<file path="src/rtl/ecc_stat_pkg.sv">
package ecc_stat_pkg;

   localparam int unsigned CODE_W      = 2;
   localparam int unsigned CODE_SBE    = 1;  // bit set for a corrected single-bit error
   localparam int unsigned CODE_DBE    = 0;  // bit set for a detected double-bit error
   localparam int unsigned DEF_STAT_W  = 32;
   localparam int unsigned DEF_IB_LSB  = 27;
   localparam int unsigned DEF_DB_LSB  = 25;
   localparam int unsigned DEF_CNT_LSB = 22;
   localparam int unsigned DEF_CNT_W   = 3;
   localparam int unsigned NUM_PATH    = 2;

   typedef logic [CODE_W-1:0] ecc_code_t;

   typedef struct packed {
      logic vld;
      logic sbe;
      logic dbe;
   } ecc_rpt_t;

endpackage

</file>
<file path="src/rtl/ecc_evt_qual.sv">
module ecc_evt_qual
   import ecc_stat_pkg::*;
(
   input  logic      en,
   input  ecc_rpt_t  rpt,
   output ecc_code_t set_bits,
   output logic      sbe_hit
);

   logic live;

   always_comb begin
      live               = en & rpt.vld;
      set_bits           = '0;
      set_bits[CODE_SBE] = live & rpt.sbe;
      set_bits[CODE_DBE] = live & rpt.dbe;
      sbe_hit            = live & rpt.sbe;
   end

endmodule

</file>
<file path="src/rtl/ecc_code_reg.sv">
module ecc_code_reg
   import ecc_stat_pkg::*;
(
   input  logic      clk,
   input  logic      rst_n,
   input  logic      clr,
   input  ecc_code_t set_bits,
   output ecc_code_t code
);

   ecc_code_t base;
   ecc_code_t code_nxt;

   always_comb begin
      base     = clr ? '0 : code;
      code_nxt = base | set_bits;
   end

   always_ff @(posedge clk or negedge rst_n) begin
      if (!rst_n) code <= '0;
      else        code <= code_nxt;
   end

endmodule

</file>
<file path="src/rtl/ecc_sbe_counter.sv">
module ecc_sbe_counter #(
   parameter int unsigned CNT_W    = 3,
   parameter int unsigned INC_W    = 2,
   parameter bit          SATURATE = 1'b1
) (
   input  logic             clk,
   input  logic             rst_n,
   input  logic             clr,
   input  logic [INC_W-1:0] inc,
   output logic [CNT_W-1:0] cnt
);

   localparam int unsigned SUM_W = ((CNT_W > INC_W) ? CNT_W : INC_W) + 1;
   localparam logic [SUM_W-1:0] CNT_MAX = SUM_W'((1 << CNT_W) - 1);

   logic [SUM_W-1:0] base;
   logic [SUM_W-1:0] sum;
   logic [CNT_W-1:0] cnt_nxt;

   always_comb begin
      base = clr ? '0 : SUM_W'(cnt);
      sum  = base + SUM_W'(inc);
   end

   generate
      if (SATURATE) begin : g_sat
         always_comb cnt_nxt = (sum > CNT_MAX) ? CNT_MAX[CNT_W-1:0] : sum[CNT_W-1:0];
      end else begin : g_wrap
         always_comb cnt_nxt = sum[CNT_W-1:0];
      end
   endgenerate

   always_ff @(posedge clk or negedge rst_n) begin
      if (!rst_n) cnt <= '0;
      else        cnt <= cnt_nxt;
   end

endmodule

</file>
<file path="src/rtl/ecc_stat_pack.sv">
module ecc_stat_pack
   import ecc_stat_pkg::*;
#(
   parameter int unsigned STAT_W  = 32,
   parameter int unsigned IB_LSB  = 27,
   parameter int unsigned DB_LSB  = 25,
   parameter int unsigned CNT_LSB = 22,
   parameter int unsigned CNT_W   = 3
) (
   input  ecc_code_t        ib_code,
   input  ecc_code_t        db_code,
   input  logic [CNT_W-1:0] cnt,
   output logic [STAT_W-1:0] word
);

   always_comb begin
      word                        = '0;
      word[IB_LSB  +: CODE_W]     = ib_code;
      word[DB_LSB  +: CODE_W]     = db_code;
      word[CNT_LSB +: CNT_W]      = cnt;
   end

endmodule

</file>
<file path="src/rtl/ecc_err_status_top.sv">
module ecc_err_status_top
   import ecc_stat_pkg::*;
#(
   parameter int unsigned STAT_W   = DEF_STAT_W,
   parameter int unsigned IB_LSB   = DEF_IB_LSB,
   parameter int unsigned DB_LSB   = DEF_DB_LSB,
   parameter int unsigned CNT_LSB  = DEF_CNT_LSB,
   parameter int unsigned CNT_W    = DEF_CNT_W,
   parameter bit          SATURATE = 1'b1
) (
   input  logic              clk,
   input  logic              rst_n,
   input  logic              ecc_en,
   input  logic              ib_vld,
   input  logic              ib_sbe,
   input  logic              ib_dbe,
   input  logic              db_vld,
   input  logic              db_sbe,
   input  logic              db_dbe,
   input  logic              rd_stb,
   output logic [STAT_W-1:0] rd_data
);

   localparam int unsigned INC_W = $clog2(NUM_PATH + 1);

   // elaboration-time checks of the field layout
   generate
      if (IB_LSB + CODE_W > STAT_W || DB_LSB + CODE_W > STAT_W || CNT_LSB + CNT_W > STAT_W) begin : g_bad_fit
         $error("ecc_err_status_top: a field lies outside the status word");
      end
      if ((IB_LSB < DB_LSB + CODE_W) && (DB_LSB < IB_LSB + CODE_W)) begin : g_bad_ib_db
         $error("ecc_err_status_top: path code fields overlap");
      end
      if ((IB_LSB < CNT_LSB + CNT_W) && (CNT_LSB < IB_LSB + CODE_W)) begin : g_bad_ib_cnt
         $error("ecc_err_status_top: instruction code overlaps counter");
      end
      if ((DB_LSB < CNT_LSB + CNT_W) && (CNT_LSB < DB_LSB + CODE_W)) begin : g_bad_db_cnt
         $error("ecc_err_status_top: data code overlaps counter");
      end
      if (CNT_W < 1) begin : g_bad_cnt_w
         $error("ecc_err_status_top: counter width must be positive");
      end
   endgenerate

   ecc_rpt_t              rpt      [NUM_PATH];
   ecc_code_t             set_bits [NUM_PATH];
   ecc_code_t             code     [NUM_PATH];
   logic [NUM_PATH-1:0]   sbe_hit;
   logic [INC_W-1:0]      inc;

   always_comb begin
      rpt[0] = '{vld: ib_vld, sbe: ib_sbe, dbe: ib_dbe};
      rpt[1] = '{vld: db_vld, sbe: db_sbe, dbe: db_dbe};
   end

   generate
      for (genvar p = 0; p < NUM_PATH; p++) begin : g_path
         ecc_evt_qual u_qual (
            .en       (ecc_en),
            .rpt      (rpt[p]),
            .set_bits (set_bits[p]),
            .sbe_hit  (sbe_hit[p])
         );
         ecc_code_reg u_code (
            .clk      (clk),
            .rst_n    (rst_n),
            .clr      (rd_stb),
            .set_bits (set_bits[p]),
            .code     (code[p])
         );
      end
   endgenerate

   always_comb begin
      inc = '0;
      for (int p = 0; p < NUM_PATH; p++) inc = inc + INC_W'(sbe_hit[p]);
   end

   logic [CNT_W-1:0] cnt;

   ecc_sbe_counter #(
      .CNT_W    (CNT_W),
      .INC_W    (INC_W),
      .SATURATE (SATURATE)
   ) u_cnt (
      .clk   (clk),
      .rst_n (rst_n),
      .clr   (rd_stb),
      .inc   (inc),
      .cnt   (cnt)
   );

   ecc_stat_pack #(
      .STAT_W  (STAT_W),
      .IB_LSB  (IB_LSB),
      .DB_LSB  (DB_LSB),
      .CNT_LSB (CNT_LSB),
      .CNT_W   (CNT_W)
   ) u_pack (
      .ib_code (code[0]),
      .db_code (code[1]),
      .cnt     (cnt),
      .word    (rd_data)
   );

endmodule

</file>
<file path="config.mk">
export PLATFORM = sky130hd
export DESIGN_NAME = ecc_err_status_top
export DESIGN_NICKNAME = d
export VERILOG_FILES = /design/src/rtl/ecc_stat_pkg.sv /design/src/rtl/ecc_evt_qual.sv /design/src/rtl/ecc_code_reg.sv /design/src/rtl/ecc_sbe_counter.sv /design/src/rtl/ecc_stat_pack.sv /design/src/rtl/ecc_err_status_top.sv
export SDC_FILE = /design/constraint.sdc
export NUM_CORES = 1
export LEC_CHECK = 0
export BUFFER_PORTS_ARGS = -buffer_cell sky130_fd_sc_hd__buf_2
export CAP_MARGIN = 40
export CORE_MARGIN = 5
export CORE_UTILIZATION = 43
export DETAILED_ROUTE_END_ITERATION = 7
export PLACE_DENSITY = 0.88
export SLEW_MARGIN = 20
export SYNTH_ARGS = -nofsm -noshare
export SYNTH_HDL_FRONTEND = slang
export SYNTH_HIERARCHICAL = 1
export SYNTH_SLANG_ARGS = --single-unit
</file>
<file path="constraint.sdc">
create_clock -name clk -period 3.3 [get_ports clk]
set_input_delay 0.99 -clock clk [delete_from_list [all_inputs] [get_ports clk]]
set_output_delay 0.99 -clock clk [all_outputs]
set_load 0.05 [all_outputs]
</file>
==> out/results.ini, run 1 <==
[logic_synthesis]
synth-seq-cells=7
synth.area.top_cells=buf_4 (41%), dfrtp_1 (28%), ha_1 (6.0%)
synthCells=67
seq_area_frac_synth_pct=27.9
synth_area_per_cell_um2=9.37
synth_top_area_share_pct=40.6
netlist_area_um2=628
synth_warnings=6
yosys.area.top_type=buf_4
netlist-cell-type-count=16

[clock_tree]
cts_resized=0
clk_path_buf_depth=2
cts-root-buf=clkbuf_4
clkTransAtPathRegs_ns=0.05
htree_levels=1
cts.sinks=7
cts_buffers=3
hold_buffers=0
post_cts_buffers=0
cts_tree=yes
worstSkewPairLatency_ns=0.25

[critical_path]
crit_buf_inv=2
reg2reg_from=u_cnt/cnt[0]
r2r-end=u_cnt/cnt[2]
cp_max_fo=4
cp-end-kind=flip-flop
cp_data_required_time_ns=3.42
cp_slowest_cell=fa_1
max_stage_delay_ns=0.41
cp.arrival_ns=2.62
cp-start-kind=input pin
cp_cell_sequence=buf_2 -> and3_1 -> ha_1 -> ha_1 -> inv_1 -> fa_1 -> a211oi_1 -> mux2i_1
worstRegToRegCells=6
critPathMostFrequentCell=ha_1
crit_family=adder cells
critPathKind=input pin to flip-flop
rrSetupSlack_ns=1.70

[min_path]
hp-start=g_path[1].u_code/code[0]
hold-path-endpoint=g_path[1].u_code/code[0]
worstHoldPathType=flip-flop to flip-flop
holdPathStages=1

[sta]
rsz0062_at_grt=false
worst_slack_ns=0.800
skew_ns=0.0000649
drv_slew=0
fmax_mhz=400
setup_tns_ns=0
finalSetupViolCount=0
fin_crit_sh_pct=75.8
hold_viol_final=0
min_period_ns=2.50

[final_layout]
n_fill_cell=136
final_core_util_pct=44.1
multi_input_area_um2=269
n_antenna_cell=0
final_net_count=92
area_delta_synth_final_pct=-6.37
drive_gt1_share_pct=26.0
final_area_um2=588
seqCellArea_um2=175

[pwr]
leakage_nw=0.403
peakVddDrop_v=0.000116
p_per_area_mw_per_mm2=498
p_total_w=0.000293

[floorplan]
num_io_pins=42
core_area_mm2=0.00133
die_h_um=48.2
die_w_um=48.2
start_util_pct=47.1
rows=13
die_area_mm2=0.00233

[placement]
portBuffers=16
place_congestion=0.754
placed_cell_area_um2=562
hpwl_um=856
pre_cts_slack_ns=0.598

[global_routing]
grt_pass1_vias=359
grt_pass1_wl_um=1300
antenna_found_initial=0
grt-ovfl-total=0
track_usage_pct=8.72
grt_max_degree=8

[routing]
wl_per_cell_um=10.9
viasPerCell=4.02
wl_um=1000
drt-initial-drc-count=2
drc=0
firstDrtPassIters=2
num_vias=370
drtAntennaViolNets=0

[flow_run]
cap_violations=0

[status]
status=completed

## sequential cells by signal, summed over array words and instances (netlist names)
name,count
u_cnt/cnt,3
g_path.u_code/code,4
## area by class of cell
| type | instances | area share, % |
|---|---|---|
| Multi-Input combinational cell | 45 | 45.7 |
| Timing Repair Buffer | 16 | 13.6 |
| Sequential cell | 7 | 29.8 |
| Inverter | 5 | 3.19 |
| Tap cell | 15 | 3.19 |
| Clock buffer | 4 | 4.47 |
## layout by cell type, fill, tap and decap left out, drive strengths merged, types with 2 or more instances in the layout
cell type and count:
a21o 4, and3 4, buf 16, clkbuf 4, conb 25, dfrtp 7, ha 3, inv 5
nand2b 2
## worst max path at each step
stage | depth (start not counted) | from | endpoint
2_1_floorplan | 7 | ib_sbe | u_cnt/cnt[2]
3_3_place_gp | 8 | ecc_en | u_cnt/cnt[2]
3_5_place_dp | 8 | ecc_en | u_cnt/cnt[2]
4_1_cts | 8 | ecc_en | u_cnt/cnt[2]
5_1_grt | 8 | ecc_en | u_cnt/cnt[2]
6_report | 8 | ecc_en | u_cnt/cnt[2]
## worst register-to-register path, delay by kind of cell (launching register included)
| kind | cells | cell delay, ns |
|---|---|---|
| AOI/OAI and AO/OA | 1 | 0.23 |
| adders and majority gates | 2 | 0.61 |
| buffers and inverters | 1 | 0.08 |
| DFF | 1 | 0.33 |
| muxes | 1 | 0.10 |
| and+or+nand+nor | 1 | 0.13 |
## report_power, final
group	internal, W	switching [W]	total (W)
registers	0.0000933	0.00000315	0.0000964
logic	0.0000174	0.000103	0.000120
clock network	0.0000461	0.0000305	0.0000766
total	0.000157	0.000136	0.000293
## Yosys cell counts
cell and instances:
buf_4 34, conb_1 1, mux2i_1 1, ha_1 3, a21o_1 4, fa_1 1
and2b_1 1, a21oi_1 1, nand2b_4 1, o21bai_1 1, nand2b_1 1, o21ai_0 1
inv_1 5, and3_1 4, dfrtp_1 7, a211oi_1 1
## metrics by stage
stage	hold slack, ns	instances
finish	0.469	92
CTS	0.474	92
floorplan	0.450	91
global placement	0.456	88
detailed placement	0.463	88
global route	0.496	92
## layer usage
metal	wire, um	track usage, %	vias to the layer above
li1	-	-	174
met1	328	8.02	171
met2	541	14.6	25
met3	132	2.21	0
met4	0	9.68	0
met5	0	0	-
## kinds of logic after synthesis
| family | count (synthesis) | share of synthesized area (%) |
|---|---|---|
| buffers and inverters | 39 | 43.6 |
| other | 1 | 0.597 |
| AOI/OAI and AO/OA | 8 | 8.76 |
| DFF | 7 | 27.9 |
| adders and majority gates | 4 | 9.16 |
| and+or+nand+nor | 7 | 8.37 |
| muxes | 1 | 1.59 |
No activity file was read; power rests on OpenSTA's default activity.
==> run 2: changes to the inputs <==
--- a/config.mk
+++ b/config.mk
@@ -8,9 +8,9 @@
 export BUFFER_PORTS_ARGS = -buffer_cell sky130_fd_sc_hd__buf_2
 export CAP_MARGIN = 40
 export CORE_MARGIN = 5
-export CORE_UTILIZATION = 43
+export CORE_UTILIZATION = 36
 export DETAILED_ROUTE_END_ITERATION = 7
-export PLACE_DENSITY = 0.88
+export PLACE_DENSITY = 0.79
 export SLEW_MARGIN = 20
 export SYNTH_ARGS = -nofsm -noshare
 export SYNTH_HDL_FRONTEND = slang
==> constraint.sdc (replaced) <==
create_clock -name clk -period 2.24 [get_ports clk]
set_input_delay 0.672 -clock clk [delete_from_list [all_inputs] [get_ports clk]]
set_output_delay 0.672 -clock clk [all_outputs]
set_load 0.05 [all_outputs]
==> run 2 against run 1 <==
Against the previous run: first-iteration DRC count increased to 3.0 times the previous value; non-clock buffer count increased by 3; clock-buffer cell count unchanged; die area increased by 15%; cell area increased by 4.3%; sequential power increased by 47%; sequential cell count unchanged; combinational power increased by 48%; final cell count increased by 5.4%; clock power increased by 40%; critical endpoint unchanged.
==> out/results.ini, run 2 (synthesized netlist as in run 1, its figures left out) <==
[sta]
finalSetupViolCount=0
worst_slack_ns=0.181
drv_slew=0
hold_viol_final=0
fin_crit_sh_pct=91.9
skew_ns=0.0000190
fmax_mhz=486
min_period_ns=2.06
rsz0062_at_grt=false

[final_layout]
top_register=g_path.u_code/code
final_core_util_pct=36.3
largestRegisters=g_path.u_code/code (4), u_cnt/cnt (3)
n_antenna_cell=0
n_fill_cell=183
final_net_count=95
final_common_cell=conb_1
largest_reg_flops=4
final_cell_mix=conb_1 (25), buf_2 (16), dfrtp_1 (7)
drive_gt1_share_pct=28.7
area_delta_synth_final_pct=-2.39

[routing]
num_vias=361
drt-initial-drc-count=6
wl_um=831
viasPerCell=3.72
drc=0
drtAntennaViolNets=0
firstDrtPassIters=2
wl_per_cell_um=8.57

[floorplan]
die_area_mm2=0.00268
die_w_um=51.8
start_util_pct=37.2
die_h_um=51.8
core_area_mm2=0.00169
num_io_pins=42
rows=15

[critical_path]
cp_data_required_time_ns=2.36
cp_max_fo=4
critPathKind=input pin to flip-flop
worstRegToRegCells=6
cp-start-kind=input pin
cp-end-kind=flip-flop
cp.arrival_ns=2.18

[flow_run]
cap_violations=0

[clock_tree]
cts_tree=yes
clkTransAtPathRegs_ns=0.05
cts.sinks=7
post_cts_buffers=0
cts_buffers=3
cts_resized=0
clk_path_buf_depth=2
htree_levels=1
worstSkewPairLatency_ns=0.24
cts-root-buf=clkbuf_4
hold_buffers=0

[global_routing]
grt_pass1_vias=299
grt_pass1_wl_um=1170
grt-ovfl-total=0
grt_max_degree=8
track_usage_pct=5.78
antenna_found_initial=0

[placement]
hpwl_um=802
place_congestion=0.750
pre_cts_slack_ns=-0.0966
portBuffers=16

[pwr]
peakVddDrop_v=0.000177
p_per_area_mw_per_mm2=696
leakage_nw=0.419

[min_path]
worstHoldPathType=input pin to async pin

[status]
status=completed

-- run 2: cell count changes in the layout (fill, tap and decap cells not counted), sizes merged --
| cell | before | now |
|---|---|---|
| buf | 16 | 19 |
-- run 2: area by class of cell --
type	instances	area (um2)	share of cell area [%]
flip-flops and latches	7	175	28.6
well taps	17	21.3	3.47
multi-input cells	45	269	43.9
inverters	5	18.8	3.06
clock buffers	4	26.3	4.29
repair buffers	19	103	16.7
-- run 2: stage by stage --
stage / hold WS [ns] / instances / power, W / cell area, um2 / setup TNS, ns
final: 0.252 / 97 / 0.000426 / 613 / 0
after floorplan: 0.376 / 91 / 0.000346 / 718 / 0
after CTS: 0.247 / 97 / 0.000431 / 613 / 0
after global routing: 0.245 / 97 / 0.000453 / 613 / 0
after detailed placement: 0.460 / 93 / 0.000322 / 587 / -0.0966
after global placement: 0.453 / 93 / 0.000320 / 587 / -0.0463
-- run 2: final timing paths --
check                                         start                        to  slack, ns
min                                           rst_n  g_path[0].u_code/code[0]       0.25
min in group clk           g_path[1].u_code/code[1]  g_path[1].u_code/code[1]       0.46
max in group asynchronous                     rst_n  g_path[1].u_code/code[1]       1.84
max reg2reg                            u_cnt/cnt[0]              u_cnt/cnt[2]       0.70
max                                          ecc_en              u_cnt/cnt[2]       0.18
min reg2reg                g_path[1].u_code/code[1]  g_path[1].u_code/code[1]       0.46
-- run 2: critical path, cell delays in order --
cell	delay, ns
buf_2	0.11
and3_1	0.18
ha_1	0.28
ha_1	0.16
inv_1	0.06
fa_1	0.40
a211oi_1	0.22
mux2i_1	0.10
-- run 2: per-layer routing --
| layer | global-route usage [%] | up-vias | wire length, um |
|---|---|---|---|
| met3 | 1.15 | 0 | 117 |
| met5 | 0 | - | 0 |
| met4 | 3.93 | 0 | 0 |
| met2 | 9.96 | 20 | 451 |
| met1 | 6.34 | 160 | 262 |
| li1 | - | 181 | - |
-- run 2: where the power goes --
group | switching (W) | internal, W | leakage [nW] | total (W)
Combinational | 0.000150 | 0.0000275 | 0.311 | 0.000178
Sequential | 0.00000468 | 0.000138 | 0.0923 | 0.000142
Clock | 0.0000391 | 0.0000675 | 0.0150 | 0.000107
Total | 0.000194 | 0.000233 | 0.419 | 0.000426
==> run 3: changes to the inputs <==
--- a/config.mk
+++ b/config.mk
@@ -8,9 +8,9 @@
 export BUFFER_PORTS_ARGS = -buffer_cell sky130_fd_sc_hd__buf_2
 export CAP_MARGIN = 40
 export CORE_MARGIN = 5
-export CORE_UTILIZATION = 36
+export CORE_UTILIZATION = 40
 export DETAILED_ROUTE_END_ITERATION = 7
-export PLACE_DENSITY = 0.79
+export PLACE_DENSITY = 0.83
 export SLEW_MARGIN = 20
 export SYNTH_ARGS = -nofsm -noshare
 export SYNTH_HDL_FRONTEND = slang
==> constraint.sdc (replaced) <==
create_clock -name clk -period 2 [get_ports clk]
set_input_delay 0.6 -clock clk [delete_from_list [all_inputs] [get_ports clk]]
set_output_delay 0.6 -clock clk [all_outputs]
set_load 0.05 [all_outputs]
==> run 3 against run 2 <==
Against the previous run: final cell count shrank 2.1%; utilization grew 4.2 points; via count grew 4.2%; die area shrank 8.1%; highest routed layer is now met4; critical endpoint unchanged; combinational power grew 13%; sequential share of layout area grew 0.18 points; clock-buffer cell count is the same; wire length grew 16%; clock skew grew 0.0028 ns; setup slack lost 0.062 ns; cell area shrank 0.61%.
==> out/results.ini, run 3 (synthesized netlist as in run 1, its figures left out) <==
[status]
status=completed

[final_layout]
largestRegisters=g_path.u_code/code (4), u_cnt/cnt (3)
final_core_util_pct=40.4
drive_gt1_share_pct=30.4
final_cell_mix=conb_1 (25), buf_2 (16), dfrtp_1 (7)
area_delta_synth_final_pct=-2.99
final_common_cell=conb_1
final_area_um2=609
top_register=g_path.u_code/code
n_fill_cell=164
n_antenna_cell=0
largest_reg_flops=4
final_net_count=94

[pwr]
leakage_nw=0.414
power_frac_clock_pct=25.1
switching_share_pct=45.9
p_total_w=0.000482
p_sw_w=0.000221
pwr-share-comb_pct=41.8
seqPwrFrac_pct=33.1
peakVddDrop_v=0.000184
p_per_area_mw_per_mm2=791
power.internal_w=0.000261

[critical_path]
cp_slowest_cell=fa_2
cp_max_fo=4
cp_cell_sequence=buf_2 -> and3_1 -> ha_1 -> ha_2 -> inv_1 -> fa_2 -> a211oi_1 -> mux2i_1
reg2reg_from=u_cnt/cnt[0]
max_stage_delay_ns=0.35
cp_data_required_time_ns=2.12
cp.arrival_ns=2.00
cp-end-kind=flip-flop
rrSetupSlack_ns=0.59
cp-startpoint=ecc_en
critPathKind=input pin to flip-flop
cp-start-kind=input pin

[clock_tree]
hold_buffers=0
post_cts_buffers=0
clk_path_buf_depth=2
cts_tree=yes
cts-root-buf=clkbuf_4
htree_levels=1
cts.sinks=7
clkTransAtPathRegs_ns=0.05
cts_buffers=3
cts_resized=0
worstSkewPairLatency_ns=0.24

[sta]
drv_slew=0
worst_slack_ns=0.118
fmax_mhz=531
setup_tns_ns=0
min_period_ns=1.88
finalSetupViolCount=0
skew_ns=0.00284
fin_crit_sh_pct=94.1
hold_viol_final=0
rsz0062_at_grt=false

[floorplan]
die_w_um=49.6
start_util_pct=41.7
rows=14
core_area_mm2=0.00151
die_area_mm2=0.00246
die_h_um=49.6
num_io_pins=42

[global_routing]
track_usage_pct=7.67
antenna_found_initial=0
grt_max_degree=8
grt_pass1_wl_um=1390
grt-ovfl-total=0
grt_pass1_vias=339

[routing]
wl_um=962
firstDrtPassIters=4
wl_met2_um=535
wl_per_cell_um=10.1
drc=0
num_vias=376
drt-initial-drc-count=6
drtAntennaViolNets=0
wl_met3_um=100
viasPerCell=3.96
top_layer=met4
drt-met1-wl_um=311

[placement]
pre_cts_slack_ns=-0.140
placed_cell_area_um2=583
portBuffers=16
hpwl_um=878
place_congestion=0.742

[flow_run]
cap_violations=0

[min_path]
worstHoldPathType=input pin to async pin

[run 3: cell types whose count changed in the layout (fill, tap and decap cells not counted), sizes merged]
cell and delta:
buf -1
[run 3: path summary, 6_finish.rpt]
check,end,cells past startpoint
setup / recovery,u_cnt/cnt[2],8
hold / removal,g_path[0].u_code/code[1],1
setup reg to reg,u_cnt/cnt[2],6
hold reg to reg,g_path[1].u_code/code[0],1
max in group asynchronous,g_path[1].u_code/code[0],1
min in group clk,g_path[1].u_code/code[0],1
[run 3: power by group through the flow]
| stage | Combinational, W | Clock [W] | Sequential [W] |
|---|---|---|---|
| 2_1_floorplan | 0.000227 | 0 | 0.000161 |
| 3_3_place_gp | 0.000197 | 0 | 0.000161 |
| 3_5_place_dp | 0.000200 | 0 | 0.000162 |
| 4_1_cts | 0.000201 | 0.000126 | 0.000160 |
| 5_1_grt | 0.000210 | 0.000132 | 0.000161 |
| 6_report | 0.000201 | 0.000121 | 0.000159 |
[run 3: per-layer routing]
| layer | global-route usage [%] | vias up |
|---|---|---|
| met5 | 0 | - |
| met2 | 12.3 | 23 |
| met1 | 7.38 | 174 |
| met4 | 7.86 | 0 |
| li1 | - | 177 |
| met3 | 2.41 | 2 |
[run 3: critical path: cells and delay by family]
| family | cells | cell delay (ns) |
|---|---|---|
| adders and majority gates | 3 | 0.80 |
| muxes | 1 | 0.09 |
| and+or+nand+nor | 1 | 0.18 |
| buffers and inverters | 2 | 0.17 |
| AOI/OAI and AO/OA | 1 | 0.16 |
[run 3: final cells by class]
class,count,area (um2),area share [%]
Multi-Input combinational cell,45,274,45.0
Sequential cell,7,175,28.7
Timing Repair Buffer,18,95.1,15.6
Clock buffer,4,26.3,4.31
Tap cell,16,20.0,3.29
Inverter,5,18.8,3.08
[run 3: stage by stage]
step | hold slack (ns) | instances
after floorplan | 0.304 | 91
after global placement | 0.434 | 91
after detailed placement | 0.437 | 91
after CTS | 0.175 | 95
after global routing | 0.172 | 95
final | 0.176 | 95
